**src/rtl/pt_walk_pkg.sv**
```systemverilog
package pt_walk_pkg;
  localparam int unsigned VA_W   = 32;
  localparam int unsigned OFF_W  = 12;
  localparam int unsigned IDX_W  = 10;
  localparam int unsigned PFN_W  = 26;
  localparam int unsigned CTL_W  = 6;
  localparam int unsigned DESC_W = PFN_W + CTL_W;
  localparam int unsigned PA_W   = PFN_W + OFF_W;
  localparam int unsigned ENT_SH = $clog2(DESC_W / 8);

  localparam logic [1:0] ACC_RD = 2'b00;
  localparam logic [1:0] ACC_WR = 2'b01;
  localparam logic [1:0] ACC_EX = 2'b10;

  localparam logic [1:0] FLT_NONE   = 2'b00;
  localparam logic [1:0] FLT_ABSENT = 2'b01;
  localparam logic [1:0] FLT_PROT   = 2'b10;

  localparam logic [DESC_W-1:0] USED_MASK = DESC_W'(1) << 3;

  typedef struct packed {
    logic [PFN_W-1:0] pfn;
    logic present;
    logic dirty;
    logic used;
    logic rd_ok;
    logic wr_ok;
    logic ex_ok;
  } desc_t;

  typedef enum logic [2:0] {
    ST_IDLE, ST_L1_REQ, ST_L1_WAIT, ST_L2_REQ, ST_L2_WAIT, ST_UPDATE, ST_DONE
  } st_e;
endpackage

```
**src/rtl/pt_walk_addr.sv**
```systemverilog
module pt_walk_addr
  import pt_walk_pkg::*;
(
  input  logic [PFN_W-1:0] root_pfn_i,
  input  logic [VA_W-1:0]  va_i,
  input  logic [PFN_W-1:0] tbl_pfn_i,
  input  logic [PFN_W-1:0] page_pfn_i,
  output logic [PA_W-1:0]  l1_addr_o,
  output logic [PA_W-1:0]  l2_addr_o,
  output logic [PA_W-1:0]  pa_o
);
  localparam int unsigned DIR_LSB = VA_W - IDX_W;

  logic [IDX_W-1:0] dir_idx, tbl_idx;
  logic [OFF_W-1:0] pg_off;

  assign dir_idx = va_i[DIR_LSB +: IDX_W];
  assign tbl_idx = va_i[OFF_W +: IDX_W];
  assign pg_off  = va_i[OFF_W-1:0];

  assign l1_addr_o = {root_pfn_i, dir_idx, {ENT_SH{1'b0}}};
  assign l2_addr_o = {tbl_pfn_i, tbl_idx, {ENT_SH{1'b0}}};
  assign pa_o      = {page_pfn_i, pg_off};
endmodule

```
**src/rtl/pt_walk_check.sv**
```systemverilog
module pt_walk_check
  import pt_walk_pkg::*;
(
  input  logic [DESC_W-1:0] desc_i,
  input  logic [1:0]        acc_i,
  output logic              present_o,
  output logic              allow_o,
  output logic              wb_need_o,
  output logic [DESC_W-1:0] wb_desc_o
);
  desc_t d, nd;

  assign d         = desc_t'(desc_i);
  assign present_o = d.present;

  always_comb begin
    unique case (acc_i)
      ACC_RD:  allow_o = d.rd_ok;
      ACC_WR:  allow_o = d.wr_ok;
      ACC_EX:  allow_o = d.ex_ok;
      default: allow_o = 1'b0;
    endcase
  end

  always_comb begin
    nd      = d;
    nd.used = 1'b1;
    if (acc_i == ACC_WR) nd.dirty = 1'b1;
  end

  assign wb_need_o = (nd != d);
  assign wb_desc_o = nd;
endmodule

```
**src/rtl/pt_walk_ctrl.sv**
```systemverilog
module pt_walk_ctrl
  import pt_walk_pkg::*;
(
  input  logic       clk_i,
  input  logic       rst_ni,
  input  logic       start_i,
  input  logic       rvalid_i,
  input  logic       present_i,
  input  logic       allow_i,
  input  logic       wb_need_i,
  output st_e        state_o,
  output logic [1:0] fault_o,
  output logic       cap_l1_o,
  output logic       cap_l2_o
);
  st_e        state_q, state_d;
  logic [1:0] fault_q, fault_d;

  assign cap_l1_o = (state_q == ST_L1_WAIT) && rvalid_i;
  assign cap_l2_o = (state_q == ST_L2_WAIT) && rvalid_i;

  always_comb begin
    state_d = state_q;
    fault_d = fault_q;
    unique case (state_q)
      ST_IDLE: if (start_i) begin
        state_d = ST_L1_REQ;
        fault_d = FLT_NONE;
      end
      ST_L1_REQ: state_d = ST_L1_WAIT;
      ST_L1_WAIT: if (rvalid_i) begin
        if (!present_i) begin
          fault_d = FLT_ABSENT;
          state_d = ST_DONE;
        end else begin
          state_d = ST_L2_REQ;
        end
      end
      ST_L2_REQ: state_d = ST_L2_WAIT;
      ST_L2_WAIT: if (rvalid_i) begin
        if (!present_i) begin
          fault_d = FLT_ABSENT;
          state_d = ST_DONE;
        end else if (!allow_i) begin
          fault_d = FLT_PROT;
          state_d = ST_DONE;
        end else if (wb_need_i) begin
          state_d = ST_UPDATE;
        end else begin
          state_d = ST_DONE;
        end
      end
      ST_UPDATE: state_d = ST_DONE;
      ST_DONE:   state_d = ST_IDLE;
      default:   state_d = ST_IDLE;
    endcase
  end

  always_ff @(posedge clk_i or negedge rst_ni) begin
    if (!rst_ni) begin
      state_q <= ST_IDLE;
      fault_q <= FLT_NONE;
    end else begin
      state_q <= state_d;
      fault_q <= fault_d;
    end
  end

  assign state_o = state_q;
  assign fault_o = fault_q;
endmodule

```
**src/rtl/pt_walker.sv**
```systemverilog
module pt_walker
  import pt_walk_pkg::*;
(
  input  logic              clk_i,
  input  logic              rst_ni,
  input  logic              req_valid_i,
  input  logic [VA_W-1:0]   req_va_i,
  input  logic [1:0]        req_acc_i,
  output logic              busy_o,
  input  logic              root_we_i,
  input  logic [PFN_W-1:0]  root_pfn_i,
  output logic              mem_req_o,
  output logic              mem_we_o,
  output logic [PA_W-1:0]   mem_addr_o,
  output logic [DESC_W-1:0] mem_wdata_o,
  input  logic              mem_rvalid_i,
  input  logic [DESC_W-1:0] mem_rdata_i,
  output logic              done_o,
  output logic [1:0]        fault_o,
  output logic [PA_W-1:0]   pa_o
);
  st_e               state;
  logic [1:0]        fault;
  logic              start, cap_l1, cap_l2;
  logic              present, allow, wb_need;
  logic [DESC_W-1:0] wb_desc;
  logic [PA_W-1:0]   l1_addr, l2_addr, pa_full;

  logic [VA_W-1:0]   va_q;
  logic [1:0]        acc_q;
  logic [PFN_W-1:0]  root_q, tbl_pfn_q, page_pfn_q;
  logic [DESC_W-1:0] wb_q;

  assign start = req_valid_i && (state == ST_IDLE);

  pt_walk_ctrl u_ctrl (
    .clk_i     (clk_i),
    .rst_ni    (rst_ni),
    .start_i   (start),
    .rvalid_i  (mem_rvalid_i),
    .present_i (present),
    .allow_i   (allow),
    .wb_need_i (wb_need),
    .state_o   (state),
    .fault_o   (fault),
    .cap_l1_o  (cap_l1),
    .cap_l2_o  (cap_l2)
  );

  // decodes the raw response so the decision costs no extra cycle
  pt_walk_check u_check (
    .desc_i    (mem_rdata_i),
    .acc_i     (acc_q),
    .present_o (present),
    .allow_o   (allow),
    .wb_need_o (wb_need),
    .wb_desc_o (wb_desc)
  );

  pt_walk_addr u_addr (
    .root_pfn_i (root_q),
    .va_i       (va_q),
    .tbl_pfn_i  (tbl_pfn_q),
    .page_pfn_i (page_pfn_q),
    .l1_addr_o  (l1_addr),
    .l2_addr_o  (l2_addr),
    .pa_o       (pa_full)
  );

  always_ff @(posedge clk_i or negedge rst_ni) begin
    if (!rst_ni) begin
      va_q       <= '0;
      acc_q      <= ACC_RD;
      root_q     <= '0;
      tbl_pfn_q  <= '0;
      page_pfn_q <= '0;
      wb_q       <= '0;
    end else begin
      if (start) begin
        va_q  <= req_va_i;
        acc_q <= req_acc_i;
      end
      if (root_we_i && (state == ST_IDLE)) root_q <= root_pfn_i;
      if (cap_l1) tbl_pfn_q <= mem_rdata_i[DESC_W-1 -: PFN_W];
      if (cap_l2) begin
        page_pfn_q <= mem_rdata_i[DESC_W-1 -: PFN_W];
        wb_q       <= wb_desc;
      end
    end
  end

  always_comb begin
    mem_req_o   = 1'b0;
    mem_we_o    = 1'b0;
    mem_addr_o  = '0;
    mem_wdata_o = '0;
    unique case (state)
      ST_L1_REQ: begin
        mem_req_o  = 1'b1;
        mem_addr_o = l1_addr;
      end
      ST_L2_REQ: begin
        mem_req_o  = 1'b1;
        mem_addr_o = l2_addr;
      end
      ST_UPDATE: begin
        mem_req_o   = 1'b1;
        mem_we_o    = 1'b1;
        mem_addr_o  = l2_addr;
        mem_wdata_o = wb_q;
      end
      default: ;
    endcase
  end

  assign busy_o  = (state != ST_IDLE);
  assign done_o  = (state == ST_DONE);
  assign fault_o = done_o ? fault : FLT_NONE;
  assign pa_o    = (done_o && fault == FLT_NONE) ? pa_full : '0;
endmodule

```
**config.mk**
```make
export PLATFORM = sky130hd
export DESIGN_NAME = pt_walker
export DESIGN_NICKNAME = d
export VERILOG_FILES = /design/src/rtl/pt_walk_pkg.sv /design/src/rtl/pt_walk_addr.sv /design/src/rtl/pt_walk_check.sv /design/src/rtl/pt_walk_ctrl.sv /design/src/rtl/pt_walker.sv
export SDC_FILE = /design/constraint.sdc
export NUM_CORES = 1
export LEC_CHECK = 0
export ABC_AREA = 1
export BUFFER_PORTS_ARGS = -buffer_cell sky130_fd_sc_hd__buf_2
export CORE_ASPECT_RATIO = 1.2
export CORE_MARGIN = 2
export CORE_UTILIZATION = 35
export DETAILED_ROUTE_END_ITERATION = 8
export PLACE_DENSITY_LB_ADDON = 0.3
export SETUP_SLACK_MARGIN = 0.2
export SLEW_MARGIN = 5
export SYNTH_ARGS = -nofsm -noshare
export SYNTH_HDL_FRONTEND = slang
export SYNTH_HIERARCHICAL = 1
export SYNTH_SLANG_ARGS = --single-unit
```
**constraint.sdc**
```tcl
create_clock -name clk_i -period 1.85 [get_ports clk_i]
set_input_delay 0.0925 -clock clk_i [delete_from_list [all_inputs] [get_ports clk_i]]
set_output_delay 0.0925 -clock clk_i [all_outputs]
set_load 0.05 [all_outputs]
```
==> impl_metrics.tcl, run 1 <==
set metrics [dict create \
    drcViolationCount 0 \
    hp-start "mem_rdata_i[3]" \
    num_vias 7884 \
    rsz0062_at_grt "yes" \
    die_h_um 174 \
    htree_num_levels 4 \
    synth_area_leaders "dfrtp_1 44%, nand2_1 13%, buf_4 13%" \
    grt_pass1_vias 7844 \
    vdd_drop_max_uv 934 \
    yosysSeqAreaShare 0.442 \
    die_w_um 146 \
    wl_um 31800 \
    area.growth.synth_to_final_pct 68.6 \
    setup_viol 37 \
    finClkSkew_ps 15.7 \
    maxCapViolCount 0 \
    row_count 62 \
    synth_edf_count 0 \
    ant_nets 0 \
    status "finished, violations left" \
    worstPathMaxFanout 4 \
    max_freq_mhz 529 \
    clock_latency_ps 430 \
    synth_xor_area_frac 0 \
    final_cell_count_no_fill 1663 \
    dieArea_um2 25400 \
    synth.distinct_cells 22 \
    synth_top_family_by_area "simple AND/OR/NAND/NOR gates" \
    synthSimpleGateAreaFrac 0.268 \
    start_util 0.354 \
    drt_iter0_drc 353 \
    firstDrtPassIters 5 \
    grt_pass1_wl_um 44000 \
    yosys.cell_count.top_type "nand2_1" \
    dp_cells 1442 \
    antenna_found_initial 0 \
    synth_top_flop_cell "dfrtp_1" \
    crit_arrival_ps 1800 \
    synth_area_um2 8440 \
    powerDensity_nw_per_um2 1640 \
    synth-seq-cells 149 \
    rr_endpoint "page_pfn_q[4]" \
    hp-class "input port to register" \
    grt_max_degree 55 \
    muxShareOfSynthArea 0 \
    worstReg2RegStart "u_ctrl/state_o[1]" \
    period_minus_slack_ps 1890 \
    cts_buffers 17 \
    cts_tree "built" \
    netlist_instances 1096 \
    place_congestion 0.798 \
    yosysTopAreaCell "dfrtp_1" \
    required_ps 1760 \
    cts_sinks 149 \
    io_buffers 208 \
    pin_count 211 \
    reg2reg_slack_ps 40 \
    crit_path_start_kind "register" \
    vias_per_cell 4.74 \
    gr-total-overflow 0 \
    hold_depth 6 \
    synth_compound_area_frac 0.0551 \
    diodes 0 \
    min_period_over_period 1.02 \
    path_class "register to output pin" \
    synth.yosys.warnings 6 \
    nets 1427 \
    synthAdderAreaFrac 0 \
    finalHoldViolCount 0 \
    end_kind "output pin" \
    power_leakage_nw 7.07 \
    violations "negative setup slack" \
    synth_top_cells_by_count "301 x nand2_1, 149 x dfrtp_1, 148 x buf_4, 135 x inv_1, 87 x o21ai_0" \
    worstRegToRegCells 12 \
    clockBufferDepth 2 \
    hpwl_um 15200 \
    yosysTopAreaCellShare 0.442 \
    slew_violations 0 \
    wl_per_cell_um 19.1 \
    synthArstFlopShare 1.00 \
    drive_above_1_share 0.468 \
    grt_usage 0.224 \
    holdPathEnd "u_ctrl/state_o[0]" \
    setup_ws_ps -39.5 \
    core-area_um2 23800 \
    cts_root_buf "clkbuf_16" \
    total_power_mw 23.4 \
    clkTransAtPathRegs_ps 60 \
    syn_area_per_cell_um2 7.70 \
]
-- worst max-delay path by stage --
stage | slack, ps | endpoint | cells past startpoint | start
after floorplan | 30 | pa_o[0] | 6 | u_ctrl/state_o[2]
after global routing | -120 | mem_addr_o[24] | 8 | u_ctrl/state_o[1]
after global placement | 150 | mem_addr_o[10] | 6 | u_ctrl/state_o[0]
final | -40 | mem_addr_o[24] | 8 | u_ctrl/state_o[1]
after CTS | -40 | mem_addr_o[29] | 8 | u_ctrl/state_o[1]
after detailed placement | 130 | mem_addr_o[33] | 6 | u_ctrl/state_o[0]
-- report_power, final --
part	internal (mW)	total [mW]	switching, mW
combinational	5.89	13.7	7.81
clock	2.18	3.71	1.53
sequential	4.84	5.99	1.15
total	12.9	23.4	10.5
-- area by class of cell --
type                       instances  area [µm²]
clock buffer                      18         439
clock inverter                    14         175
fill                            1902        9580
inverter                         138         523
multi-input combinational        601        4040
sequential                       149        3730
tap                              320         400
timing repair buffer             423        4930
-- state kept, by name, summed over array words and instances (netlist names) --
register	count
va_q	32
page_pfn_q	26
wb_q	32
tbl_pfn_q	26
u_ctrl/state_o	3
root_q	26
u_ctrl/fault_o	2
acc_q	2
-- stage by stage --
stage          TNS, ps  worst slack [ps]  utilization  area (µm²)  hold slack, ps
2_1_floorplan        0              29.2            -        8530            -203
6_report          -670             -39.5        0.598       14200             146
3_5_place_dp         0               130        0.380        9060            34.5
5_1_grt          -5280              -115        0.598       14200             188
3_3_place_gp         0               152        0.380        9060            33.3
4_1_cts           -356             -43.5        0.527       12600             117
-- placed cells by master, fill, tap and decap left out, types with 2 or more instances in the layout --
cell / n
nor2_2: 13
buf_12: 38
dfrtp_1: 147
clkbuf_16: 35
buf_2: 99
o21ai_0: 16
dfrtp_2: 2
clkinvlp_4: 2
clkinv_4: 3
bufinv_16: 3
nand3_4: 8
nor2_4: 47
buf_6: 71
o21ai_2: 53
inv_1: 133
dlygate4sd3_1: 94
buf_16: 21
inv_2: 3
inv_4: 2
conb_1: 5
nand3_2: 11
buf_8: 38
o21ai_1: 17
nand3_1: 33
nand2_4: 61
nand2_1: 183
clkinv_2: 3
o21ai_4: 2
nand2_2: 59
nand2_8: 4
nor2_1: 25
buf_4: 44
nand4_1: 60
inv_6: 2
-- cell families (layout without fill, tap and decap cells) --
group           Yosys count  count (layout)
compound gates           92              92
simple gates            503             504
other cells               2               5
flops                   149             149
buf+inv                 350             593
-- critical path: stages, from the launching register on --
cell	delay [ps]
dfrtp_1	410
inv_2	100
nand2_4	70
nor2_4	150
buf_6	180
clkbuf_16	160
nand2_1	60
nand2_1	80
buf_6	160
-- layer usage --
metal	vias to the layer above	part of all wire	track usage
li1	3732	-	-
met1	3846	0.39	0.270
met2	253	0.53	0.396
met3	53	0.041	0.0459
met4	0	0.032	0.0797
met5	-	0	0
-- repair_timing --
| action | in CTS | in global routing |
|---|---|---|
| gates resized for setup | 353 | 315 |
| cloned | 20 | 24 |
| pin swaps | 38 | 70 |
| endpoints found under the setup margin | 142 | 260 |
| endpoints found under the hold margin | 252 | 0 |
| hold buffers | 94 | 0 |
| setup buffers | 36 | 15 |
Power figures use the tool's default switching activity.
==> run 2: changes to the inputs <==
ABC_AREA = unset   (was 1)
SKIP_LAST_GASP = 1   (was unset)
==> impl_metrics.tcl, run 2 <==
set metrics [dict create \
    cts_root_buf "clkbuf_16" \
    path_class "register to output pin" \
    yosysSeqAreaShare 0.437 \
    synth.distinct_cells 36 \
    min_period_over_period 1.08 \
    synth-seq-cells 149 \
    seqPwrFrac 0.342 \
    place_area_um2 9130 \
    start_util 0.356 \
    p_int_mw 10.8 \
    grt_use_met1 0.198 \
    met3_usage 0.0300 \
    end_kind "output pin" \
    pin_count 211 \
    dieArea_um2 25600 \
    synth_top_flop_cell "dfrtp_1" \
    reg2reg_slack_ps -60 \
    area.growth.synth_to_final_pct 30.9 \
    maxCapViolCount 0 \
    grt_usage 0.164 \
    io_buffers 208 \
    ant_nets 0 \
    grt_pass1_vias 5992 \
    synth_edf_count 0 \
    vdd_drop_max_uv 675 \
    cts_buffers 17 \
    hp-class "input port to register" \
    grt_busiest_layer "met2" \
    wl_per_cell_um 17.0 \
    grt_pass1_wl_um 32700 \
    met2_usage 0.295 \
    powerDensity_nw_per_um2 1550 \
    hold_depth 3 \
    synth.yosys.warnings 6 \
    num_vias 5699 \
    status "finished, violations left" \
    worstRegToRegCells 6 \
    clockPowerShare 0.202 \
    cts_sinks 149 \
    worstPathMaxFanout 22 \
    final_common_cell "dfrtp_1" \
    row_count 62 \
    clock_latency_ps 420 \
    holdPathEnd "wb_q[4]" \
    clkTransAtPathRegs_ps 60 \
    drcViolationCount 0 \
    power_frac_comb 0.456 \
    violations "negative setup slack" \
    worst_pin_slew_ps 543 \
    max_slew_margin 0.638 \
    hpwl_um 13600 \
    power_leakage_nw 5.05 \
    power_switching_share 0.374 \
    wl_um 21200 \
    grt_max_degree 53 \
    die_h_um 175 \
    setup_viol 138 \
    max_freq_mhz 499 \
    rsz0062_at_grt "yes" \
    htree_num_levels 4 \
    netlist_instances 753 \
    reg.largest.list "va_q: 32 flops, wb_q: 32 flops" \
    die_w_um 146 \
    finalHoldViolCount 0 \
    period_minus_slack_ps 2000 \
    synth_area_leaders "dfrtp_1 44%, buf_4 13%, mux2_2 13%" \
    finClkSkew_ps 13.2 \
    gr-total-overflow 0 \
    final_util 0.466 \
    synthArstFlopShare 1.00 \
    hp-start "mem_rdata_i[4]" \
    crit_path_start_kind "register" \
    place_congestion 0.741 \
    layout_common_cells "146 x dfrtp_1, 111 x buf_2, 95 x mux2_2" \
    clockBufferDepth 2 \
    rr_endpoint "tbl_pfn_q[0]" \
    drive_above_1_share 0.506 \
    place_ws_ps 48.8 \
    nets 1014 \
    setup_ws_ps -153 \
    cts_tree "built" \
    worstReg2RegStart "u_ctrl/state_o[2]" \
    design_area_um2 11200 \
    required_ps 1760 \
    slew_violations 0 \
    yosysTopAreaCell "dfrtp_1" \
    hold-worst-slack_ps 35.4 \
    worstSetupStartpoint "u_ctrl/state_o[2]" \
    drt_iter0_drc 132 \
    core-area_um2 24000 \
    synth_top_cells_by_count "149 x buf_4, 149 x dfrtp_1, 111 x and2_1, 95 x mux2_2, 51 x mux2_1" \
    vias_per_cell 4.56 \
    antenna_found_initial 0 \
    yosysTopAreaCellShare 0.437 \
    syn_area_per_cell_um2 11.3 \
    firstDrtPassIters 4 \
    switching_power_mw 6.46 \
    synth_area_um2 8530 \
    dp_cells 1118 \
    crit_arrival_ps 1910 \
    final_cell_count_no_fill 1251 \
]
-- run 2: through the flow --
step	setup TNS [ps]	total power, mW
final	-10980	17.3
after global routing	-24420	18.4
after CTS	-18980	17.0
after detailed placement	0	13.1
after global placement	0	12.9
after floorplan	-232	12.9
-- run 2: cell families after synthesis --
logic type	Yosys count	synth area share
AND/OR/NAND/NOR	172	0.133
buffers and inverters	194	0.158
other	2	0.000881
flip-flops	149	0.437
AO/OA/AOI/OAI	51	0.0323
multiplexers	185	0.239
-- run 2: area by class of cell --
type / count / area (µm²)
Fill cell: 2178 / 12800
Sequential cell: 149 / 3740
Multi-Input combinational cell: 413 / 3640
Timing Repair Buffer: 333 / 2790
Clock buffer: 21 / 460
Tap cell: 320 / 400
Clock inverter: 11 / 124
Inverter: 3 / 11.3
Antenna cell: 1 / 2.50
-- run 2: routing by layer --
metal | up-vias | routed length [µm]
met5 | - | 0
met2 | 135 | 11100
met4 | 0 | 377
li1 | 2730 | -
met1 | 2810 | 9060
met3 | 24 | 631
-- run 2: how the worst max path moves through the flow --
stage,end,depth (start not counted)
after floorplan,u_ctrl/fault_o[0],9
final,pa_o[17],5
after global placement,pa_o[27],5
after CTS,pa_o[27],5
after detailed placement,tbl_pfn_q[23],5
after global routing,mem_addr_o[28],6
-- run 2: power groups by stage --
stage	registers (mW)	clock network, mW	logic [mW]
global placement	5.92	0	6.96
CTS	5.92	3.59	7.53
detailed placement	5.99	0	7.06
finish	5.91	3.48	7.86
global route	6.17	3.71	8.51
floorplan	5.60	0	7.32
-- run 2: timing repair --
| item | in CTS | in global routing |
|---|---|---|
| setup endpoints to repair | 217 | 257 |
| hold buffers | 91 | 0 |
| pin swaps | 0 | 3 |
| cloned | 1 | 3 |
| endpoints found under the hold margin | 191 | 0 |
| setup buffers | 3 | 2 |
| gates resized for setup | 75 | 91 |
-- run 2: worst max-delay path, cell delays in order, from the launching register on --
cell and delay [ps]:
dfrtp_4 530, buf_12 180, and3_4 210, clkbuf_16 180
and2_2 200, buf_4 180
